File: config.mk
export PLATFORM = sky130hd
export DESIGN_NAME = uart_rx_fifo_trig
export DESIGN_NICKNAME = d
export VERILOG_FILES = /design/src/rtl/rxq_pkg.sv /design/src/rtl/rxq_store.sv /design/src/rtl/rxq_trigger.sv /design/src/rtl/uart_rx_fifo_trig.sv
export SDC_FILE = /design/constraint.sdc
export NUM_CORES = 1
export LEC_CHECK = 0
export CORE_ASPECT_RATIO = 0.7
export CORE_MARGIN = 5
export CORE_UTILIZATION = 45
export DETAILED_ROUTE_END_ITERATION = 16
export HOLD_SLACK_MARGIN = 0.1
export PLACE_DENSITY = 0.68
export SLEW_MARGIN = 30
export SYNTH_ARGS = -nofsm -noshare
export SYNTH_HDL_FRONTEND = slang
export SYNTH_HIERARCHICAL = 1
export SYNTH_SLANG_ARGS = --single-unit
File: constraint.sdc
create_clock -name clk -period 2.7 [get_ports clk]
set_input_delay 0.54 -clock clk [delete_from_list [all_inputs] [get_ports clk]]
set_output_delay 0.54 -clock clk [all_outputs]
set_load 0.02 [all_outputs]
File: src/rtl/rxq_pkg.sv
package rxq_pkg;

   typedef enum logic [1:0] {
      TRIG_ONE      = 2'b00,
      TRIG_FOUR     = 2'b01,
      TRIG_EIGHT    = 2'b10,
      TRIG_FOURTEEN = 2'b11
   } trig_sel_e;

   localparam int unsigned ISR_W = 4;
   localparam logic [ISR_W-1:0] ISR_RX_AVAIL = 4'b0100;
   localparam logic [ISR_W-1:0] ISR_NONE     = 4'b0001;

endpackage

File: src/rtl/rxq_store.sv
module rxq_store #(
   parameter int unsigned DATA_W = 8,
   parameter int unsigned DEPTH  = 16,
   localparam int unsigned AW    = (DEPTH > 1) ? $clog2(DEPTH) : 1,
   localparam int unsigned CW    = $clog2(DEPTH + 1)
) (
   input  logic              clk,
   input  logic              rst_n,
   input  logic              push_i,
   input  logic [DATA_W-1:0] data_i,
   input  logic              pop_i,
   output logic [DATA_W-1:0] head_o,
   output logic [CW-1:0]     count_o,
   output logic              overrun_o
);

   localparam logic [CW-1:0] FULL_CNT = CW'(DEPTH);
   localparam logic [AW-1:0] LAST_IDX = AW'(DEPTH - 1);

   logic [DATA_W-1:0] mem [DEPTH];
   logic [AW-1:0]     wr_ptr, rd_ptr, wr_nxt, rd_nxt;
   logic [CW-1:0]     count_q;
   logic              full, empty, push_ok, pop_ok, ovr_q;

   assign full    = (count_q == FULL_CNT);
   assign empty   = (count_q == '0);
   assign push_ok = push_i && (!full || pop_i);
   assign pop_ok  = pop_i && !empty;

   generate
      if ((DEPTH & (DEPTH - 1)) == 0) begin : g_pow2_wrap
         assign wr_nxt = wr_ptr + 1'b1;
         assign rd_nxt = rd_ptr + 1'b1;
      end else begin : g_cmp_wrap
         assign wr_nxt = (wr_ptr == LAST_IDX) ? '0 : wr_ptr + 1'b1;
         assign rd_nxt = (rd_ptr == LAST_IDX) ? '0 : rd_ptr + 1'b1;
      end
   endgenerate

   always_ff @(posedge clk) begin
      if (push_ok) begin
         mem[wr_ptr] <= data_i;
      end
   end

   always_ff @(posedge clk) begin
      if (!rst_n) begin
         wr_ptr  <= '0;
         rd_ptr  <= '0;
         count_q <= '0;
         ovr_q   <= 1'b0;
      end else begin
         ovr_q <= push_i && full && !pop_i;
         if (push_ok) begin
            wr_ptr <= wr_nxt;
         end
         if (pop_ok) begin
            rd_ptr <= rd_nxt;
         end
         case ({push_ok, pop_ok})
            2'b10:   count_q <= count_q + 1'b1;
            2'b01:   count_q <= count_q - 1'b1;
            default: count_q <= count_q;
         endcase
      end
   end

   assign head_o    = mem[rd_ptr];
   assign count_o   = count_q;
   assign overrun_o = ovr_q;

   assert_no_overflow_R2: assert property (@(posedge clk) disable iff (!rst_n)
      count_q <= FULL_CNT);

   assert_overrun_full_R3: assert property (@(posedge clk) disable iff (!rst_n)
      overrun_o |-> (count_q == FULL_CNT));

   assert_pushpop_hold_R4: assert property (@(posedge clk) disable iff (!rst_n)
      (push_i && pop_i && !empty) |=> $stable(count_q));

   assert_pop_empty_R4: assert property (@(posedge clk) disable iff (!rst_n)
      (pop_i && !push_i && empty) |=> (count_q == '0));

endmodule

File: src/rtl/rxq_trigger.sv
module rxq_trigger
   import rxq_pkg::*;
#(
   parameter int unsigned CW      = 5,
   parameter int unsigned TRIG_L0 = 1,
   parameter int unsigned TRIG_L1 = 4,
   parameter int unsigned TRIG_L2 = 8,
   parameter int unsigned TRIG_L3 = 14
) (
   input  logic             clk,
   input  logic             rst_n,
   input  logic [CW-1:0]    count_i,
   input  logic             fifo_en_i,
   input  logic             irq_en_i,
   input  logic [1:0]       sel_i,
   output logic             irq_o,
   output logic [ISR_W-1:0] status_o
);

   localparam logic [CW-1:0] LVL0 = CW'(TRIG_L0);
   localparam logic [CW-1:0] LVL1 = CW'(TRIG_L1);
   localparam logic [CW-1:0] LVL2 = CW'(TRIG_L2);
   localparam logic [CW-1:0] LVL3 = CW'(TRIG_L3);
   localparam logic [CW-1:0] LVL_SINGLE = CW'(1);

   logic [CW-1:0] thr;
   logic          reached;

   always_comb begin
      if (!fifo_en_i) begin
         thr = LVL_SINGLE;
      end else begin
         unique case (trig_sel_e'(sel_i))
            TRIG_ONE:      thr = LVL0;
            TRIG_FOUR:     thr = LVL1;
            TRIG_EIGHT:    thr = LVL2;
            TRIG_FOURTEEN: thr = LVL3;
            default:       thr = LVL3;
         endcase
      end
   end

   assign reached  = (count_i >= thr);
   assign irq_o    = irq_en_i && reached;
   assign status_o = irq_o ? ISR_RX_AVAIL : ISR_NONE;

   assert_irq_has_data_R7: assert property (@(posedge clk) disable iff (!rst_n)
      irq_o |-> (count_i != '0));

   assert_status_match_R8: assert property (@(posedge clk) disable iff (!rst_n)
      irq_o |-> (status_o == ISR_RX_AVAIL));

   assert_irq_masked_R9: assert property (@(posedge clk) disable iff (!rst_n)
      !irq_en_i |-> (!irq_o && status_o == ISR_NONE));

endmodule

File: src/rtl/uart_rx_fifo_trig.sv
module uart_rx_fifo_trig
   import rxq_pkg::*;
#(
   parameter int unsigned DATA_W  = 8,
   parameter int unsigned DEPTH   = 16,
   parameter int unsigned TRIG_L0 = 1,
   parameter int unsigned TRIG_L1 = 4,
   parameter int unsigned TRIG_L2 = 8,
   parameter int unsigned TRIG_L3 = 14,
   localparam int unsigned CW     = $clog2(DEPTH + 1)
) (
   input  logic              clk,
   input  logic              rst_n,
   input  logic              rx_push,
   input  logic [DATA_W-1:0] rx_char,
   input  logic              host_pop,
   input  logic              fifo_en,
   input  logic              rx_irq_en,
   input  logic [1:0]        trig_sel,
   output logic [DATA_W-1:0] host_char,
   output logic [CW-1:0]     rx_level,
   output logic              data_ready,
   output logic              rx_irq,
   output logic [ISR_W-1:0]  isr_code,
   output logic              overrun
);

   generate
      if (DEPTH < 2) begin : g_bad_depth
         $error("DEPTH must be at least 2");
      end
      if (DATA_W < 1) begin : g_bad_width
         $error("DATA_W must be at least 1");
      end
      if (TRIG_L0 < 1 || TRIG_L0 > DEPTH || TRIG_L1 < 1 || TRIG_L1 > DEPTH ||
          TRIG_L2 < 1 || TRIG_L2 > DEPTH || TRIG_L3 < 1 || TRIG_L3 > DEPTH) begin : g_bad_trig
         $error("every trigger level must lie in 1..DEPTH");
      end
   endgenerate

   logic [CW-1:0] level;

   rxq_store #(
      .DATA_W (DATA_W),
      .DEPTH  (DEPTH)
   ) u_store (
      .clk       (clk),
      .rst_n     (rst_n),
      .push_i    (rx_push),
      .data_i    (rx_char),
      .pop_i     (host_pop),
      .head_o    (host_char),
      .count_o   (level),
      .overrun_o (overrun)
   );

   rxq_trigger #(
      .CW      (CW),
      .TRIG_L0 (TRIG_L0),
      .TRIG_L1 (TRIG_L1),
      .TRIG_L2 (TRIG_L2),
      .TRIG_L3 (TRIG_L3)
   ) u_trig (
      .clk       (clk),
      .rst_n     (rst_n),
      .count_i   (level),
      .fifo_en_i (fifo_en),
      .irq_en_i  (rx_irq_en),
      .sel_i     (trig_sel),
      .irq_o     (rx_irq),
      .status_o  (isr_code)
   );

   assign rx_level   = level;
   assign data_ready = (level != '0);

   assert_ready_set_R5: assert property (@(posedge clk) disable iff (!rst_n)
      (rx_push && level == '0) |=> data_ready);

   assert_ready_hold_R5: assert property (@(posedge clk) disable iff (!rst_n)
      (data_ready && !host_pop) |=> data_ready);

   assert_ready_clear_R5: assert property (@(posedge clk) disable iff (!rst_n)
      (host_pop && !rx_push && level == CW'(1)) |=> !data_ready);

   assert_irq_implies_ready_R7: assert property (@(posedge clk) disable iff (!rst_n)
      rx_irq |-> data_ready);

endmodule

==> summary by stage, run 1 <==
Timing
The number of failing setup endpoints in the final timing report is 0. The worst slew margin relative to its limit is roughly 40%. For this run, the top clock speed supported by timing is 381 MHz. After layout, the worst path uses 97.3% of the clock period. Between clock sinks in the finished design, the worst skew comes to ~0.010 ns.

The max-slew violation count came to 0. For the pin with the worst max-slew slack, the measured transition is about 0.89 ns. Counting I/O delays and the setup requirement, the final critical path takes roughly 2.6 ns. Setup repair after global routing left no endpoint under its margin. The number of hold-slack violations in the final timing report is 0. After routing, the total negative slack on setup checks comes to 0 ns.

Critical path
The critical path launch point type is a register. The standard cell with the maximum stage delay on the critical path is sky130_fd_sc_hd__mux4_2. On the worst path, the slowest cell contributes a delay of 0.52 ns. The arrival time at the worst endpoint is 2.09 ns. For the worst setup path, the data required time is 2.16 ns. Walking the worst path, the cells encountered are buf_12 -> mux4_2 -> a22oi_2 -> nand2_1 -> clkdlybuf4s15_2. By startpoint and endpoint, the worst setup path is classified as reg2out. The element type at the critical path end is an output pin. Of all nets on the critical path, the largest fanout is 9.

Floorplanning
The I/O pin count is 36. The die covers ~16000 um2. The die is approximately 150 um wide.

The starting density of the core is a little under half. After floorplanning, the core was sized to cover approximately 13000 um2. The count of standard-cell rows is 35. In this run the vertical extent of the chip is approximately 110 um.

Synthesis
The synthesized design contains between 100 and 150 enable-type register cells. Counting every instance in the synthesized netlist gives between 300 and 400. The largest total area in the synthesized netlist belongs to sky130_fd_sc_hd__edfxtp_1. After synthesis, the netlist uses 42 different library cells. A synthesized cell averages roughly 18 um2.

The dominant synthesized flop cell is sky130_fd_sc_hd__edfxtp_1. Ranked by total cell area, the synthesized netlist is headed by sky130_fd_sc_hd__edfxtp_1 (64%), sky130_fd_sc_hd__mux4_2 (12%), sky130_fd_sc_hd__dfxtp_1 (6.0%). In this run the cell area of the synthesized design comes to 6020 um2. The share of flip-flops with an asynchronous set or reset is 0%.

The synthesized design contains 146 register bits. After synthesis, the largest area contributor takes up 63.9% of total cell area. Summing the sequential cell areas from Yosys gives around 70% of the chip area. The Yosys step of the flow raised 6 warnings.

Pwr
The fraction of power consumed by the clock network is 32.1%. Combinational logic is responsible for between 30% and 40% of the overall power. VDD sags by at most around 0.54 mV. The share of total power consumed by net switching is roughly 29%.

For this design the ratio of total power to cell area is 939 nW/um2. The power after layout is just over 7 mW. The register share of total power is between 30% and 40%. The power dissipated by switching net loads is 2.07 mW. The leakage dissipation is 2.58 nW.

The internal power is about 5 mW.

Placed design
The placed instance count is between 500 and 600. After detailed placement, the total cell area comes to just under 7000 um2. The weighted congestion reported at the end of routability-driven placement is 0.746. The number of port buffers is 33.

The post-detailed-placement half-perimeter wirelength is between 7 and 8 mm.

GRT
The first global-routing pass estimated a little under 20 mm of wire. The all-layer global routing usage is 16.8%. The via count of the first global-routing pass was 3355. The largest net degree at the start of global routing is 33. The leftover overflow at the end of global routing is 0. The initial antenna violation count is 0.

Clock network
The total CTS buffers is 17. For the worst-skew pair, the clock arrives at the later sink with an insertion delay of approximately 0.42 ns. The maximum root-to-sink buffer count is 2. TritonCTS built the clock tree. The count of clock tree sinks is between 100 and 150. The register clock-pin slew on the reported worst setup and hold paths is ~0.06 ns. The cell at the root of the clock tree is sky130_fd_sc_hd__clkbuf_16. The CTS H-tree depth is 4.

Cells and area
The layout-stage area growth over the synthesis result is 26.2%. The cell area after layout is about 7600 um2. The post-layout net count is 452. The post-route netlist has a little over a third of its cells at a drive strength greater than 1. The top cell types in the final layout, fill and taps aside, are sky130_fd_sc_hd__edfxtp_1 (128), sky130_fd_sc_hd__buf_4 (41), sky130_fd_sc_hd__mux4_2 (32). The number of diodes added for antenna fixing is 0. Leaving out filler cells and counting taps, the final layout contains approximately 600. Leaving out fill and tap cells, the most frequent cell in the layout is sky130_fd_sc_hd__edfxtp_1.

Drt
The DRC violation count after routing is 0. The total via count in the routed design is between 3k and 4k. After detailed routing, the number of vias per cell comes to between 5 and 6. The wire length reported by the detailed router is 12.5 mm. The first-pass iteration count of the detailed router is 4. In this run, the number of DRC markers left after iteration 0 of detailed routing was around 270. After detailed routing, the average wire length per cell comes to between 20 and 25 um.

The count of nets left with antenna violations once routing finished came out at 0.

Job
The tool flagged a number of max-cap violations equal to 0.

Worst hold path
The class of the tightest hold or removal check is reg2reg.

Outcome
The flow ran to the end, and the final reports show no timing, DRC or antenna violations.
-- through the flow --
stage               utilization [%]  setup WS, ns  hold WS (ns)
floorplan                         -        0.0592         0.531
global placement               52.2        -0.330         0.546
detailed placement             52.2        -0.493         0.562
CTS                            57.1       0.00618         0.572
global route                   57.8      0.000923         0.595
finish                         57.8        0.0731         0.562
-- registers in the layout (all words and copies together), names as in the netlist, named ones only --
register / flops
u_store/mem: 128
u_store/wr_ptr: 4
u_store/rd_ptr: 4
u_store/overrun_o: 1
u_store/count_o: 5
-- worst max-delay path, delay by kind of cell, from the launching register on --
family | cells | cell delay [ns]
multiplexers | 1 | 0.52
buffers and inverters | 2 | 0.42
flip-flops | 1 | 0.40
AO/OA/AOI/OAI | 1 | 0.22
AND/OR/NAND/NOR | 1 | 0.10
-- final timing paths --
path	from	end	slack, ns	depth (start not counted)
worst max-delay path	register	host_char[1]	0.07	5
worst min-delay path	u_store/wr_ptr[0]	u_store/wr_ptr[3]	0.56	2
worst max register to register	u_store/count_o[1]	u_store/count_o[4]	0.11	10
worst min register to register	u_store/wr_ptr[0]	u_store/wr_ptr[3]	0.56	2
-- power by group through the flow --
stage                     combinational [mW]  sequential [mW]  clock [mW]
after floorplan                         1.22             2.74           0
after global placement                  2.02             2.70           0
after detailed placement                2.07             2.70           0
after CTS                               2.08             2.66        2.33
after global routing                    2.36             2.67        2.43
final                                   2.19             2.66        2.29
-- layer usage --
metal	GRT usage, %	share of wire (%)	vias to the layer above
li1	-	-	1522
met1	23.8	43	1675
met2	25.5	48	95
met3	3.84	8.0	16
met4	6.53	1.3	0
met5	0	0	-
-- area by class of cell --
type	instances	area [um2]
tap	166	208
sequential	146	4220
timing repair buffer	79	729
clock inverter	15	158
fill	974	5540
multi-input combinational	172	1830
inverter	7	28.8
clock buffer	17	425
-- Yosys cell counts (2+ instances only) --
master and n:
sky130_fd_sc_hd__nor3b_1 3, sky130_fd_sc_hd__nand4_1 4, sky130_fd_sc_hd__edfxtp_1 128, sky130_fd_sc_hd__ha_1 13, sky130_fd_sc_hd__nor2_1 15, sky130_fd_sc_hd__and2_1 7, sky130_fd_sc_hd__inv_1 7, sky130_fd_sc_hd__nor3_1 7
sky130_fd_sc_hd__mux4_2 32, sky130_fd_sc_hd__buf_2 3, sky130_fd_sc_hd__dfxtp_1 18, sky130_fd_sc_hd__mux2i_1 4, sky130_fd_sc_hd__buf_1 3, sky130_fd_sc_hd__o21ai_0 2, sky130_fd_sc_hd__o21a_1 5, sky130_fd_sc_hd__a22oi_1 16
sky130_fd_sc_hd__nand4b_1 2, sky130_fd_sc_hd__a21oi_1 3, sky130_fd_sc_hd__nor2b_1 6, sky130_fd_sc_hd__nand3_1 7, sky130_fd_sc_hd__clkbuf_1 9, sky130_fd_sc_hd__buf_4 3, sky130_fd_sc_hd__nand2_1 18, sky130_fd_sc_hd__xnor2_1 6
sky130_fd_sc_hd__o211ai_1 2, sky130_fd_sc_hd__nand2b_1 4
-- kinds of logic after synthesis --
family / count (synthesis) / synth area share [%]
xor gates and xnor gates: 7 / 1.02
AOI/OAI and AO/OA: 35 / 4.66
and+or+nand+nor: 79 / 7.05
adders and majority gates: 13 / 2.70
DFF: 146 / 69.9
muxes: 36 / 12.6
other: 1 / 0.0623
buffers and inverters: 26 / 2.00
-- what timing repair did --
item / CTS / global route
resized for setup: 49 / 13
pin swaps: 2 / 6
endpoints found under the setup margin: 11 / 12
setup buffers: 1 / 7
endpoints found under the hold margin: 0 / 0
hold buffers: 0 / 0
(Power assumes the default switching activity.)
==> inputs of run 2 (changes only) <==
--- a/config.mk
+++ b/config.mk
@@ -12,4 +12,5 @@
 export HOLD_SLACK_MARGIN = 0.1
 export PLACE_DENSITY = 0.68
+export SKIP_CTS_REPAIR_TIMING = 1
 export SLEW_MARGIN = 30
 export SYNTH_ARGS = -nofsm -noshare
==> constraint.sdc (replaced) <==
create_clock -name clk -period 2.7 [get_ports clk]
set_input_delay 0.81 -clock clk [delete_from_list [all_inputs] [get_ports clk]]
set_output_delay 0.81 -clock clk [all_outputs]
set_load 0.02 [all_outputs]
==> run 2 against run 1 <==
  * The flow now finishes with violations (negative setup slack)
  * Clock power about the same
  * Power is 3.7% higher
  * Register-to-register slack about the same
  * Routed wire length increased by 4.9%
  * Sequential share of layout area down 1.7 points
  * Sequential power barely moved
  * Die area stayed put
  * Design area rose by 3.0%
  * Utilization is 1.8 points higher
  * Count of clock-buffer cells in the layout stayed put
  * Critical path type unchanged
  * First-iteration DRC count decreased by 12%
==> summary by stage, run 2 (synthesis gave the netlist of run 1 again) <==
Pwr
The fraction of power consumed by the clock network came to 30.6% (-1.5 points). The register share of total power is 36.3% (-1.0 points). The share of total power consumed by net switching is 29.9% (+0.91 points). The share of total power in combinational logic was 33.1% (+2.4 points). The power after layout is 7.40 mW (+3.7%). The power per unit of standard cell area came to 946 nW/um2 (+0.67%).

The highest ir drop seen on vdd is 0.497 mV (-8.6%). The power dissipated by switching net loads is 2.21 mW (+7.0%). The internal power is 5.19 mW (+2.4%). The leakage dissipation was 2.68 nW (+4.0%).

Floorplanning
The area of the die is 15800 um2 (unchanged). The count of standard-cell rows came to 35 (unchanged). The vertical die dimension is 107 um (unchanged). The area inside the core boundary came to 13100 um2 (unchanged). The horizontal die dimension came to 148 um (unchanged). The I/O pin count is 36 (unchanged). The starting density of the core was 45.8% (unchanged).

GRT
The global-route wire length before repair is 20.0 mm (+3.2%). The leftover overflow at the end of global routing is 0 (unchanged). The largest net degree at the start of global routing came to 29 (-12%).

The initial antenna violation count is 0 (unchanged). The all-layer global routing usage came to 17.2% (+0.41 points). The via count of the first global-routing pass is 3484 (+3.8%).

Cells and area
In the layout the commonest cells are sky130_fd_sc_hd__edfxtp_1 (128), sky130_fd_sc_hd__buf_4 (52), sky130_fd_sc_hd__mux4_2 (32). The register name with the most flops is u_store/mem. Leaving out fill and tap cells, the most frequent cell in the layout is sky130_fd_sc_hd__edfxtp_1. The number of flip-flops in the largest register is 128 (unchanged). The post-layout net count is 465 (+2.9%). The final core area utilization came to 59.6% (+1.8 points). The layout-stage area growth over the synthesis result is 30.1%. The fraction of layout cells with a size suffix above 1 was 41.2% (+5.7 points). The number of diodes added for antenna fixing is 0 (unchanged).

Timing
Setup repair after global routing could not meet its margin everywhere. The worst slew margin relative to its limit is 38.3% (-1.8 points). The time the final worst path needs with I/O delays and setup is 2.85 ns (+0.222 ns). The post-route fraction of the period consumed by the critical path is 106% (+8.2 points).

The final setup skew is 0.00641 ns (-0.00409 ns). The final total negative setup slack is -1.20 ns (-1.20 ns). The peak clock frequency supported by timing came to 351 MHz (-7.8%). The number of failing setup endpoints in the final timing report is 11 (+11). The max-slew violation count is 0 (unchanged). The worst hold slack was 0.574 ns (+0.0123 ns). The pin slew with the least headroom to its limit is 0.922 ns (+0.0274 ns). The number of hold-slack violations in the final timing report is 0 (unchanged). The least setup slack across all paths after layout is -0.149 ns (-0.222 ns).

Critical path
The element type at the critical path end is an output pin. The worst register-to-register path begins at u_store/count_o[0]. The data required time of the critical path was 1.89 ns (-0.27 ns).

The arrival time at the worst endpoint is 2.04 ns (-0.05 ns). Broken down by cell family, the worst path's largest delay share belongs to multiplexers. The worst setup path is launched from a register. The combined buffer and inverter count along the critical path came to 2 (unchanged). The longest individual stage delay on the worst path was 0.54 ns (+0.02 ns). The standard cell with the maximum stage delay on the critical path is sky130_fd_sc_hd__mux4_2. The end of the worst register-to-register path is u_store/count_o[2]. Traced cell by cell, the critical path runs through clkbuf_16 -> mux4_2 -> a22oi_2 -> nand2_1 -> buf_6. The worst reg-to-reg setup slack is 0.10 ns (about the same). The kind of critical path is reg2out. The count of cells along the worst register-to-register path is 11 (+1). The largest fanout of any net on the critical path came to 7 (-2).

Outcome
The run finished, with violations left. The checks that failed: negative setup slack.

Worst hold path
The number of instances on the worst hold path is 2 (unchanged). The class of the tightest hold or removal check is reg2reg. For hold timing, the worst endpoint is u_store/wr_ptr[3]. In this run the most critical hold path is launched from u_store/wr_ptr[0].

Clock network
The count of clock tree sinks was 146 (unchanged). The register clock-pin slew on the reported worst setup and hold paths was 0.06 ns (about the same). The CTS H-tree depth is 4 (unchanged).

The insertion delay of the later-clocked pin in the worst-skew pair is 0.42 ns (about the same). Clock tree synthesis selected as its root buffer the cell sky130_fd_sc_hd__clkbuf_16. The maximum root-to-sink buffer count came to 2 (unchanged). The total CTS buffers is 17 (unchanged).

TritonCTS built the clock tree.

Drt
The number of DRC markers after the initial detailed-route iteration is 242 (-12%). The first-pass iteration count of the detailed router is 4 (unchanged). The routed via count divided by cell count came to 5.55 (+0.93%). The number of nets with antenna violations after detailed routing is 0 (unchanged). The wire length reported by the detailed router was 13.1 mm (+4.9%). The DRC violation count after routing came to 0 (unchanged). The total via count in the routed design is 3411 (+3.1%). The average routed wire per standard cell is 21.2 um (+2.7%).

Placed design
The post-detailed-placement half-perimeter wirelength came to 8.36 mm (+5.7%). The weighted congestion reported at the end of routability-driven placement is 0.794 (+6.4%). The number of port buffers was 33 (unchanged).

Job
The total of max-cap violations is 0 (unchanged).
run 2: worst min-delay path, delay by kind of cell, from the launching register on:
family	cells	cell delay, ns
AND/OR/NAND/NOR	1	0.11
multiplexers	1	0.07
flip-flops	1	0.34
run 2: worst max-delay path by stage:
stage,end,slack (ns),cells after the start
detailed placement,rx_irq,-1.00,7
global placement,isr_code[0],-0.87,7
floorplan,u_store/count_o[4],-0.18,10
finish,host_char[2],-0.15,5
CTS,rx_irq,-1.00,7
global route,host_char[2],-0.24,6
run 2: power by group through the flow:
stage,clock network [mW],logic (mW),registers [mW]
2_1_floorplan,0,1.20,2.74
3_3_place_gp,0,2.10,2.70
3_5_place_dp,0,2.14,2.71
4_1_cts,2.30,2.15,2.66
5_1_grt,2.40,2.64,2.70
6_report,2.26,2.45,2.69
run 2: layout make-up:
| type | count | area, um2 |
|---|---|---|
| Fill cell | 958 | 5310 |
| Sequential cell | 146 | 4210 |
| Multi-Input combinational cell | 172 | 1910 |
| Timing Repair Buffer | 92 | 898 |
| Clock buffer | 17 | 425 |
| Tap cell | 166 | 208 |
| Clock inverter | 15 | 150 |
| Inverter | 7 | 26.3 |
run 2: per-layer routing:
| layer | routed length (um) | vias up | track usage [%] |
|---|---|---|---|
| met1 | 5540 | 1736 | 24.8 |
| met5 | 0 | - | 0 |
| li1 | - | 1550 | - |
| met2 | 6360 | 113 | 26.0 |
| met3 | 1020 | 12 | 4.48 |
| met4 | 142 | 0 | 5.34 |
run 2: through the flow:
stage          cells  setup WS [ns]  instance area, um2
6_report         615         -0.149                7830
5_1_grt          615         -0.236                7830
4_1_cts          603          -1.00                7500
3_5_place_dp     571          -1.00                6920
3_3_place_gp     571         -0.865                6920
2_1_floorplan    344         -0.179                6070
